<file path="src/rtl/sram_nv_pkg.sv">
package sram_nv_pkg;

  typedef enum logic [2:0] {
    ST_IDLE,
    ST_RD,
    ST_RD_HZ,
    ST_WR,
    ST_WR_REC
  } seq_st_e;

  // nanoseconds -> cycles, rounded up, never zero
  function automatic int unsigned ns_to_cyc(int unsigned ns, int unsigned period_ps);
    int unsigned c;
    c = (ns * 1000 + period_ps - 1) / period_ps;
    return (c == 0) ? 1 : c;
  endfunction

  function automatic int unsigned max2(int unsigned a, int unsigned b);
    return (a > b) ? a : b;
  endfunction

endpackage

</file>
<file path="src/rtl/sram_nv_pwr.sv">
module sram_nv_pwr #(
  parameter int unsigned REC_CYC = 1500
) (
  input  logic clk_i,
  input  logic rst_ni,
  input  logic pwr_good_i,
  output logic pwr_ok_o
);
  localparam int unsigned CW = $clog2(REC_CYC + 1);

  logic [CW-1:0] cnt_q;
  logic          ok_q;

  always_ff @(posedge clk_i or negedge rst_ni) begin
    if (!rst_ni) begin
      cnt_q <= '0;
      ok_q  <= 1'b0;
    end else if (!pwr_good_i) begin
      cnt_q <= '0;
      ok_q  <= 1'b0;
    end else if (!ok_q) begin
      if (cnt_q == CW'(REC_CYC - 1)) ok_q <= 1'b1;
      else                           cnt_q <= cnt_q + 1'b1;
    end
  end

  assign pwr_ok_o = ok_q;
endmodule

</file>
<file path="src/rtl/sram_nv_seq.sv">
module sram_nv_seq
  import sram_nv_pkg::*;
#(
  parameter int unsigned AW       = 15,
  parameter int unsigned DW       = 8,
  parameter int unsigned RD_CYC   = 10,
  parameter int unsigned HZ_CYC   = 4,
  parameter int unsigned WL_CYC   = 6,
  parameter int unsigned WREC_CYC = 4
) (
  input  logic          clk_i,
  input  logic          rst_ni,
  input  logic          pwr_good_i,
  input  logic          pwr_ok_i,
  input  logic          req_valid_i,
  output logic          req_ready_o,
  input  logic          req_write_i,
  input  logic [AW-1:0] req_addr_i,
  input  logic [DW-1:0] req_wdata_i,
  output logic          rsp_valid_o,
  output logic          rsp_err_o,
  output logic [DW-1:0] rsp_rdata_o,
  output logic          ce_n_o,
  output logic          oe_n_o,
  output logic          we_n_o,
  output logic [AW-1:0] addr_o,
  output logic [DW-1:0] dq_o,
  output logic          dq_oe_o,
  input  logic [DW-1:0] dq_i
);
  localparam int unsigned MAXC = max2(max2(RD_CYC, HZ_CYC), max2(WL_CYC, WREC_CYC));
  localparam int unsigned CW   = $clog2(MAXC + 1);

  seq_st_e       st_q;
  logic [CW-1:0] cnt_q, lim;
  logic [AW-1:0] addr_q;
  logic [DW-1:0] wdata_q, rdata_q;
  logic          rsp_valid_q, rsp_err_q;
  logic          strobing, last, accept;

  always_comb begin
    case (st_q)
      ST_RD:     lim = CW'(RD_CYC - 1);
      ST_RD_HZ:  lim = CW'(HZ_CYC - 1);
      ST_WR:     lim = CW'(WL_CYC - 1);
      ST_WR_REC: lim = CW'(WREC_CYC - 1);
      default:   lim = '0;
    endcase
  end

  assign last     = (cnt_q == lim);
  assign strobing = (st_q == ST_RD) || (st_q == ST_WR);
  assign req_ready_o = (st_q == ST_IDLE) && pwr_ok_i && pwr_good_i;
  assign accept   = req_valid_i && req_ready_o;

  always_ff @(posedge clk_i or negedge rst_ni) begin
    if (!rst_ni) begin
      st_q        <= ST_IDLE;
      cnt_q       <= '0;
      addr_q      <= '0;
      wdata_q     <= '0;
      rdata_q     <= '0;
      rsp_valid_q <= 1'b0;
      rsp_err_q   <= 1'b0;
    end else begin
      rsp_valid_q <= 1'b0;
      if (strobing && !pwr_good_i) begin
        // supply lost mid-access: abort and flag
        st_q        <= ST_IDLE;
        cnt_q       <= '0;
        rsp_valid_q <= 1'b1;
        rsp_err_q   <= 1'b1;
      end else begin
        case (st_q)
          ST_IDLE: if (accept) begin
            addr_q  <= req_addr_i;
            wdata_q <= req_wdata_i;
            cnt_q   <= '0;
            st_q    <= req_write_i ? ST_WR : ST_RD;
          end
          ST_RD: if (last) begin
            rdata_q <= dq_i;
            cnt_q   <= '0;
            st_q    <= ST_RD_HZ;
          end else cnt_q <= cnt_q + 1'b1;
          ST_WR: if (last) begin
            cnt_q <= '0;
            st_q  <= ST_WR_REC;
          end else cnt_q <= cnt_q + 1'b1;
          ST_RD_HZ, ST_WR_REC: if (last) begin
            cnt_q       <= '0;
            st_q        <= ST_IDLE;
            rsp_valid_q <= 1'b1;
            rsp_err_q   <= 1'b0;
          end else cnt_q <= cnt_q + 1'b1;
          default: st_q <= ST_IDLE;
        endcase
      end
    end
  end

  assign ce_n_o  = !(strobing && pwr_good_i);
  assign oe_n_o  = !((st_q == ST_RD) && pwr_good_i);
  assign we_n_o  = !((st_q == ST_WR) && pwr_good_i);
  assign dq_oe_o = (st_q == ST_WR) && pwr_good_i;
  assign addr_o  = addr_q;
  assign dq_o    = wdata_q;

  assign rsp_valid_o = rsp_valid_q;
  assign rsp_err_o   = rsp_err_q;
  assign rsp_rdata_o = rdata_q;
endmodule

</file>
<file path="src/rtl/sram_nv_ctrl.sv">
module sram_nv_ctrl
  import sram_nv_pkg::*;
#(
  parameter int unsigned AW            = 15,
  parameter int unsigned DW            = 8,
  parameter int unsigned CLK_PERIOD_PS = 10000,
  parameter int unsigned T_RC_NS       = 100,
  parameter int unsigned T_OE_NS       = 50,
  parameter int unsigned T_HZ_NS       = 35,
  parameter int unsigned T_WP_NS       = 60,
  parameter int unsigned T_DS_NS       = 35,
  parameter int unsigned T_WC_NS       = 100,
  parameter int unsigned T_REC_NS      = 15000
) (
  input  logic          clk_i,
  input  logic          rst_ni,
  input  logic          req_valid_i,
  output logic          req_ready_o,
  input  logic          req_write_i,
  input  logic [AW-1:0] req_addr_i,
  input  logic [DW-1:0] req_wdata_i,
  output logic          rsp_valid_o,
  output logic          rsp_err_o,
  output logic [DW-1:0] rsp_rdata_o,
  input  logic          pwr_good_i,
  output logic          sram_ce_n_o,
  output logic          sram_oe_n_o,
  output logic          sram_we_n_o,
  output logic [AW-1:0] sram_addr_o,
  output logic [DW-1:0] sram_dq_o,
  output logic          sram_dq_oe_o,
  input  logic [DW-1:0] sram_dq_i
);
  localparam int unsigned RD_CYC   = max2(ns_to_cyc(T_RC_NS, CLK_PERIOD_PS),
                                          ns_to_cyc(T_OE_NS, CLK_PERIOD_PS));
  localparam int unsigned HZ_CYC   = ns_to_cyc(T_HZ_NS, CLK_PERIOD_PS);
  localparam int unsigned WL_CYC   = max2(ns_to_cyc(T_WP_NS, CLK_PERIOD_PS),
                                          ns_to_cyc(T_DS_NS, CLK_PERIOD_PS));
  localparam int unsigned WC_CYC   = ns_to_cyc(T_WC_NS, CLK_PERIOD_PS);
  localparam int unsigned WREC_CYC = (WC_CYC > WL_CYC + 1) ? WC_CYC - WL_CYC : 1;
  localparam int unsigned REC_CYC  = ns_to_cyc(T_REC_NS, CLK_PERIOD_PS);

  logic pwr_ok;

  sram_nv_pwr #(.REC_CYC(REC_CYC)) u_pwr (
    .clk_i      (clk_i),
    .rst_ni     (rst_ni),
    .pwr_good_i (pwr_good_i),
    .pwr_ok_o   (pwr_ok)
  );

  sram_nv_seq #(
    .AW(AW), .DW(DW), .RD_CYC(RD_CYC), .HZ_CYC(HZ_CYC),
    .WL_CYC(WL_CYC), .WREC_CYC(WREC_CYC)
  ) u_seq (
    .clk_i       (clk_i),
    .rst_ni      (rst_ni),
    .pwr_good_i  (pwr_good_i),
    .pwr_ok_i    (pwr_ok),
    .req_valid_i (req_valid_i),
    .req_ready_o (req_ready_o),
    .req_write_i (req_write_i),
    .req_addr_i  (req_addr_i),
    .req_wdata_i (req_wdata_i),
    .rsp_valid_o (rsp_valid_o),
    .rsp_err_o   (rsp_err_o),
    .rsp_rdata_o (rsp_rdata_o),
    .ce_n_o      (sram_ce_n_o),
    .oe_n_o      (sram_oe_n_o),
    .we_n_o      (sram_we_n_o),
    .addr_o      (sram_addr_o),
    .dq_o        (sram_dq_o),
    .dq_oe_o     (sram_dq_oe_o),
    .dq_i        (sram_dq_i)
  );
endmodule

</file>
<file path="config.mk">
export PLATFORM = sky130hd
export DESIGN_NAME = sram_nv_ctrl
export DESIGN_NICKNAME = d
export VERILOG_FILES = /design/src/rtl/sram_nv_pkg.sv /design/src/rtl/sram_nv_pwr.sv /design/src/rtl/sram_nv_seq.sv /design/src/rtl/sram_nv_ctrl.sv
export SDC_FILE = /design/constraint.sdc
export NUM_CORES = 1
export LEC_CHECK = 0
export BUFFER_PORTS_ARGS = -buffer_cell sky130_fd_sc_hd__buf_2
export CORE_ASPECT_RATIO = 1.1
export CORE_MARGIN = 2
export CORE_UTILIZATION = 40
export CTS_CLUSTER_SIZE = 30
export DETAILED_ROUTE_END_ITERATION = 8
export GPL_ROUTABILITY_DRIVEN = 1
export MAX_ROUTING_LAYER = met4
export PLACE_DENSITY = 0.76
export SLEW_MARGIN = 20
export SYNTH_ARGS = -nofsm -noshare
export SYNTH_HDL_FRONTEND = slang
export SYNTH_SLANG_ARGS = --single-unit
</file>
<file path="constraint.sdc">
create_clock -name clk_i -period 1.9 [get_ports clk_i]
set_input_delay 0.19 -clock clk_i [delete_from_list [all_inputs] [get_ports clk_i]]
set_output_delay 0.19 -clock clk_i [all_outputs]
set_load 0.02 [all_outputs]
</file>
==> results of run 1 <==
==> metal layers <==
layer,vias up,part of all wire,GRT usage,wire length (µm)
li1,848,-,-,-
met1,875,0.46,0.1993,2168
met2,55,0.48,0.2647,2289
met3,4,0.047,0.03247,224
met4,0,0.0097,0.05455,46
met5,-,0,-,0
==> power by group through the flow <==
stage | clock network [mW] | logic [mW] | registers [mW]
floorplan | 0 | 0.0258 | 1.16
global placement | 0 | 0.113 | 1.15
detailed placement | 0 | 0.117 | 1.15
CTS | 0.640 | 0.119 | 1.13
global route | 0.691 | 0.130 | 1.13
finish | 0.613 | 0.115 | 1.13
==> final timing paths <==
kind,end,cells past startpoint,from
min,u_seq.rsp_rdata_o[5],2,sram_dq_i[5]
min in group asynchronous,u_seq.st_q[1],2,rst_ni
max in group asynchronous,u_seq.addr_o[5],3,rst_ni
max reg2reg,u_seq.rsp_rdata_o[1],6,u_seq.st_q[1]
min reg2reg,u_seq.dq_o[6],1,u_seq.dq_o[6]
max,u_seq.rsp_rdata_o[1],6,u_seq.st_q[1]
==> sequential cells by signal, indices dropped and copies added (netlist names) <==
name and cells:
u_seq.addr_o 15, u_pwr.pwr_ok_o 1, u_seq.rsp_err_o 1, u_seq.cnt_q 4, u_pwr.cnt_q 11, u_seq.st_q 3
u_seq.rsp_rdata_o 8, u_seq.rsp_valid_o 1, u_seq.dq_o 8
==> area by class of cell <==
| class | instances | area (µm²) |
|---|---|---|
| fillers | 498 | 2646 |
| flip-flops and latches | 52 | 1301 |
| multi-input cells | 127 | 979.7 |
| repair buffers | 89 | 529.3 |
| well taps | 77 | 96.34 |
| clock buffers | 7 | 76.32 |
| inverters | 6 | 22.52 |
| clock inverters | 1 | 8.758 |
==> cells by family (layout without fill, tap and decap cells) <==
family,after synthesis,count (layout),share of synthesized area
DFF,52,52,0.5637
buffers and inverters,11,103,0.02276
adders and majority gates,2,2,0.01084
xor gates and xnor gates,9,9,0.03415
muxes,36,36,0.1751
AOI/OAI and AO/OA,26,26,0.06993
and+or+nand+nor,54,54,0.1236
==> what timing repair did <==
action	in CTS	in global routing
hold buffers	1	0
hold endpoints to repair	22	0
resized for setup	2	4
endpoints found under the setup margin	9	9
pin swaps	1	1
buffers inserted	0	1
==> layout by cell type (no fill, tap or decap), drive strengths merged <==
cell / netlist / routed
a21oi: 8 / 8
nand2: 14 / 14
and4b: 2 / 2
nor4: 3 / 3
nor3: 1 / 1
a31oi: 2 / 2
clkbuf: 1 / 7
ha: 2 / 2
dfrtp: 52 / 52
or3: 2 / 2
o221ai: 1 / 1
buf: 4 / 88
xnor2: 3 / 3
nor2: 16 / 16
mux2: 35 / 35
a21o: 1 / 1
o211a: 1 / 1
a22o: 1 / 1
or2: 2 / 2
and3: 1 / 1
nand4: 4 / 4
mux2i: 1 / 1
nand3: 3 / 3
xor2: 6 / 6
dlygate4sd3: 0 / 1
nor2b: 5 / 5
clkinv: 0 / 1
o21ai: 10 / 10
a211o: 1 / 1
a211oi: 1 / 1
nand3b: 1 / 1
inv: 6 / 6
==> worst reg2reg max path: stages (launching register included) <==
cell	delay [ps]
dfrtp_1	400
or2_0	220
a211o_1	270
o211a_4	250
nor3_4	150
buf_12	150
mux2_2	330
==> impl_metrics.py, run 1 <==
metrics = {
    "synthesis": {
        "ys_warn_count": 0,
        "synth-seq-cells": 52,
        "syn_inst": 190,
        "synth-seq-area-share": 0.5637,
        "syn_nets": 228,
        "synth_cell_types": 33,
        "synth.area.top_cells": "dfrtp_1 56%, mux2_2 17%, nor2_1 2.6%, nand2_1 2.3%, xor2_1 2.3%",
        "syn_area_um2": 2308,
        "yosys-top-cells-count": "52 x dfrtp_1, 35 x mux2_2, 16 x nor2_1",
        "yosysMostFrequentCell": "dfrtp_1",
        "synth_top_area_share": 0.5637,
        "synth_top_flop_cell": "dfrtp_1",
        "syn_area_per_cell_um2": 12.15,
        "yosysTopAreaCell": "dfrtp_1",
        "synthArstFlopShare": 1.000,
        "synth-edff-count": 0,
    },
    "placed_design": {
        "io_buffers": 73,
        "placed_area_um2": 2885,
        "gp_congestion": 0.9035,
        "dp_hpwl_um": 3470,
        "dp_slack_ps": -34.27,
        "place_inst": 349,
    },
    "critical_path": {
        "cpPeakStageDelay_ps": 400,
        "crit_chain": "or2_0 > a211o_1 > o211a_4 > nor3_4 > buf_12 > mux2_2",
        "cp.required_ps": 2090,
        "crit_family": "compound AO/OA/AOI/OAI gates",
        "slowest_stage": "dfrtp_1",
        "cp-start-kind": "register",
        "path_buf_inv": 1,
        "r2r_setup_slack_ps": 10,
        "worstPathMaxFanout": 8,
        "worstPathArrival_ps": 2080,
        "endpoint_kind": "register",
        "critical_path_class": "register to register",
    },
    "clock_tree": {
        "cts_tree": "done",
        "cts_inserted_buffers": 5,
        "cts-root-buf": "clkbuf_8",
        "cts_sinks": 52,
        "clk_pin_slew_ps": 100,
        "clockBufferDepth": 2,
        "clock_latency_ps": 300,
        "htreeDepth": 2,
    },
    "floorplan": {
        "coreArea_um2": 5660,
        "dieArea_um2": 6395,
        "start_util": 0.4078,
        "die_h_um": 83.68,
        "die_w_um": 76.43,
        "io_pins": 74,
        "num_rows": 29,
    },
    "power_and_ir_drop": {
        "total_power_mw": 1.857,
        "p_int_mw": 1.437,
        "p_switching_mw": 0.4205,
        "p_sw_frac": 0.2264,
        "ir_worst_vdd_mv": 0.4340,
        "clkPwrFrac": 0.330,
        "seq_power_share": 0.608,
        "p_leak_nw": 1.617,
        "pwr-share-comb": 0.062,
        "power.density_nw_per_um2": 616.1,
    },
    "timing": {
        "fmax_mhz": 529.0,
        "setup_tns_ps": 0,
        "finalSetupViolations": 0,
        "hold_slack_ps": 112.6,
        "slew_headroom": 0.6257,
        "skew_ps": 9.496,
        "rsz0062_at_grt": "true",
        "period_needed_ps": 1890,
        "setup_ws_ps": 9.803,
        "slew_viol_final": 0,
        "worstMarginPinSlew_ps": 561.5,
        "hold_viol": 0,
        "period_share": 0.9948,
    },
    "routing": {
        "drt_first_iter_violations": 77,
        "drc": 0,
        "viasPerCell": 4.964,
        "first_pass_iters": 4,
        "drt-total-wl_um": 4728,
        "drtAntennaViolNets": 0,
        "vias": 1782,
        "wl_per_cell_um": 13.17,
    },
    "cells_and_area": {
        "final_cell_area_um2": 3014,
        "drive_gt1_frac": 0.4752,
        "fin_nets": 319,
        "area_growth_pct": 30.57,
        "final_cells": 359,
        "diodes": 0,
        "final_util": 0.5325,
    },
    "run_status": {
        "outcome": "finished, final reports clean",
    },
    "grt": {
        "overflow": 0,
        "grt_pass1_vias": 1900,
        "grt.total_usage": 0.1608,
        "grt_pass1_wl_um": 8162,
        "grt_max_degree": 31,
        "antenna_found_initial": 0,
    },
    "flow_run": {
        "drv_cap": 0,
    },
    "hold_path": {
        "holdCritPathClass": "primary input to register",
    },
}
(Power assumes the default switching activity.)
==> inputs of run 2 (changes only) <==
--- a/config.mk
+++ b/config.mk
@@ -5,16 +5,18 @@
 export SDC_FILE = /design/constraint.sdc
 export NUM_CORES = 1
 export LEC_CHECK = 0
-export BUFFER_PORTS_ARGS = -buffer_cell sky130_fd_sc_hd__buf_2
 export CORE_ASPECT_RATIO = 1.1
 export CORE_MARGIN = 2
 export CORE_UTILIZATION = 40
 export CTS_CLUSTER_SIZE = 30
 export DETAILED_ROUTE_END_ITERATION = 8
+export DONT_BUFFER_PORTS = 1
 export GPL_ROUTABILITY_DRIVEN = 1
+export GPL_TIMING_DRIVEN = 0
 export MAX_ROUTING_LAYER = met4
-export PLACE_DENSITY = 0.76
+export PLACE_DENSITY = 0.64
 export SLEW_MARGIN = 20
 export SYNTH_ARGS = -nofsm -noshare
 export SYNTH_HDL_FRONTEND = slang
 export SYNTH_SLANG_ARGS = --single-unit
+export TNS_END_PERCENT = 100
==> run 2 against run 1 <==
Compared with the run above:
- the run now ends with negative setup slack left
- combinational power shrank 45%
- critical path depth is the same
- cell area shrank 10%
- sequential power is essentially flat
- non-clock buffer count shrank 75
- worst hold slack lost 77 ps
- sequential share of layout area grew 5.0 points
- clock-buffer cell count shrank 2
- clock skew is essentially flat
- worst setup slack lost 90 ps
==> impl_metrics.py, run 2 (synthesized netlist as in run 1, its figures left out) <==
metrics = {
    "power_and_ir_drop": {
        "p_leak_nw": 1.291,
        "total_power_mw": 1.949,
        "power.density_nw_per_um2": 720.2,
        "ir_worst_vdd_mv": 0.5191,
    },
    "routing": {
        "wl_per_cell_um": 16.02,
        "drt-total-wl_um": 4550,
        "first_pass_iters": 4,
        "drc": 0,
        "viasPerCell": 5.264,
        "drt_first_iter_violations": 135,
        "vias": 1495,
        "drtAntennaViolNets": 0,
    },
    "critical_path": {
        "cp.required_ps": 2080,
        "worstPathArrival_ps": 2160,
        "worstPathMaxFanout": 8,
        "endpoint_kind": "register",
        "critical_path_class": "register to register",
        "cp-start-kind": "register",
    },
    "floorplan": {
        "num_rows": 29,
        "coreArea_um2": 5660,
        "die_h_um": 83.68,
        "die_w_um": 76.43,
        "dieArea_um2": 6395,
        "io_pins": 74,
        "start_util": 0.4078,
    },
    "placed_design": {
        "dp_hpwl_um": 3068,
        "dp_slack_ps": -345.5,
        "io_buffers": 0,
        "gp_congestion": 0.7374,
        "placed_area_um2": 2407,
    },
    "timing": {
        "period_share": 1.042,
        "rsz0062_at_grt": "true",
        "fmax_mhz": 504.9,
        "skew_ps": 9.285,
        "setup_ws_ps": -80.53,
        "slew_viol_final": 0,
        "worstMarginPinSlew_ps": 478.5,
        "hold_viol": 0,
        "setup_tns_ps": -560.3,
        "period_needed_ps": 1981,
        "finalSetupViolations": 8,
        "hold_slack_ps": 35.54,
        "slew_headroom": 0.6776,
    },
    "hold_path": {
        "holdCritPathClass": "primary input to register",
    },
    "run_status": {
        "violations": "negative setup slack",
        "outcome": "finished, violations left",
    },
    "grt": {
        "grt_max_degree": 53,
        "grt.total_usage": 0.1489,
        "grt_pass1_wl_um": 7479,
        "overflow": 0,
        "antenna_found_initial": 0,
        "grt_pass1_vias": 1558,
    },
    "clock_tree": {
        "clock_latency_ps": 300,
        "cts_tree": "done",
        "cts-root-buf": "clkbuf_8",
        "cts_inserted_buffers": 5,
        "clk_pin_slew_ps": 90,
        "cts_sinks": 52,
        "htreeDepth": 2,
        "clockBufferDepth": 2,
    },
    "cells_and_area": {
        "fin_nets": 244,
        "final_cell_mix": "51 x dfrtp_1, 26 x mux2_2, 14 x nor2_1",
        "largest_reg_flops": 15,
        "area_growth_pct": 17.24,
        "mostFrequentLayoutCell": "dfrtp_1",
        "drive_gt1_frac": 0.3333,
        "final_cell_area_um2": 2706,
        "diodes": 0,
    },
    "flow_run": {
        "drv_cap": 0,
    },
}
==> run 2: changes by cell type in the layout (fill, tap and decap cells not counted), sizes merged <==
| cell | delta |
|---|---|
| clkinvlp | +1 |
| clkbuf | -1 |
| buf | -76 |
| bufinv | +1 |
==> run 2: metrics by stage <==
stage / cells / utilization
2_1_floorplan: 190 / -
3_3_place_gp: 267 / 0.4253
3_5_place_dp: 267 / 0.4253
4_1_cts: 284 / 0.4772
5_1_grt: 284 / 0.4781
6_report: 284 / 0.4781
==> run 2: critical path, cell delays in order (launching register included) <==
cell     delay (ps)
dfrtp_1         420
or2_0           240
a211o_1         280
o211a_4         260
nor3_4          220
buf_12          160
mux2_4          300
==> run 2: layer usage <==
metal	GRT usage	vias up	share of wire
met5	-	-	0
met4	0.04463	0	0.012
met3	0.04654	6	0.069
met2	0.2156	53	0.46
met1	0.2023	740	0.46
li1	-	696	-
==> run 2: what timing repair did <==
| action | 4_1_cts | 5_1_grt |
|---|---|---|
| hold buffers | 2 | 0 |
| hold endpoints to repair | 52 | 0 |
| setup buffers | 7 | 1 |
| resized for setup | 22 | 6 |
| pin swaps | 6 | 5 |
| endpoints found under the setup margin | 29 | 34 |
| gates cloned | 0 | 0 |
==> run 2: worst paths after layout <==
check / from / end / slack (ps) / cells after the start
setup / recovery: u_seq.st_q[1] / u_seq.rsp_rdata_o[2] / -80 / 6
hold / removal: req_addr_i[11] / u_seq.addr_o[11] / 40 / 1
setup reg to reg: u_seq.st_q[1] / u_seq.rsp_rdata_o[2] / -80 / 6
hold reg to reg: u_pwr.cnt_q[8] / u_pwr.cnt_q[8] / 550 / 2
max in group asynchronous: rst_ni / u_seq.rsp_rdata_o[2] / 1270 / 2
min in group asynchronous: rst_ni / u_pwr.cnt_q[4] / 400 / 2
==> run 2: cell type report <==
class	instances	area, µm²
fill	527	2954
sequential	52	1303
multi-input combinational	127	1033
timing repair buffer	10	113.9
tap	77	96.34
clock buffer	5	68.82
clock inverter	3	42.54
buffer	4	26.28
inverter	6	22.52
==> run 2: power by group <==
part / switching [mW] / internal (mW)
clock: 0.355 / 0.390
combinational: 0.0387 / 0.0247
sequential: 0.0216 / 1.12
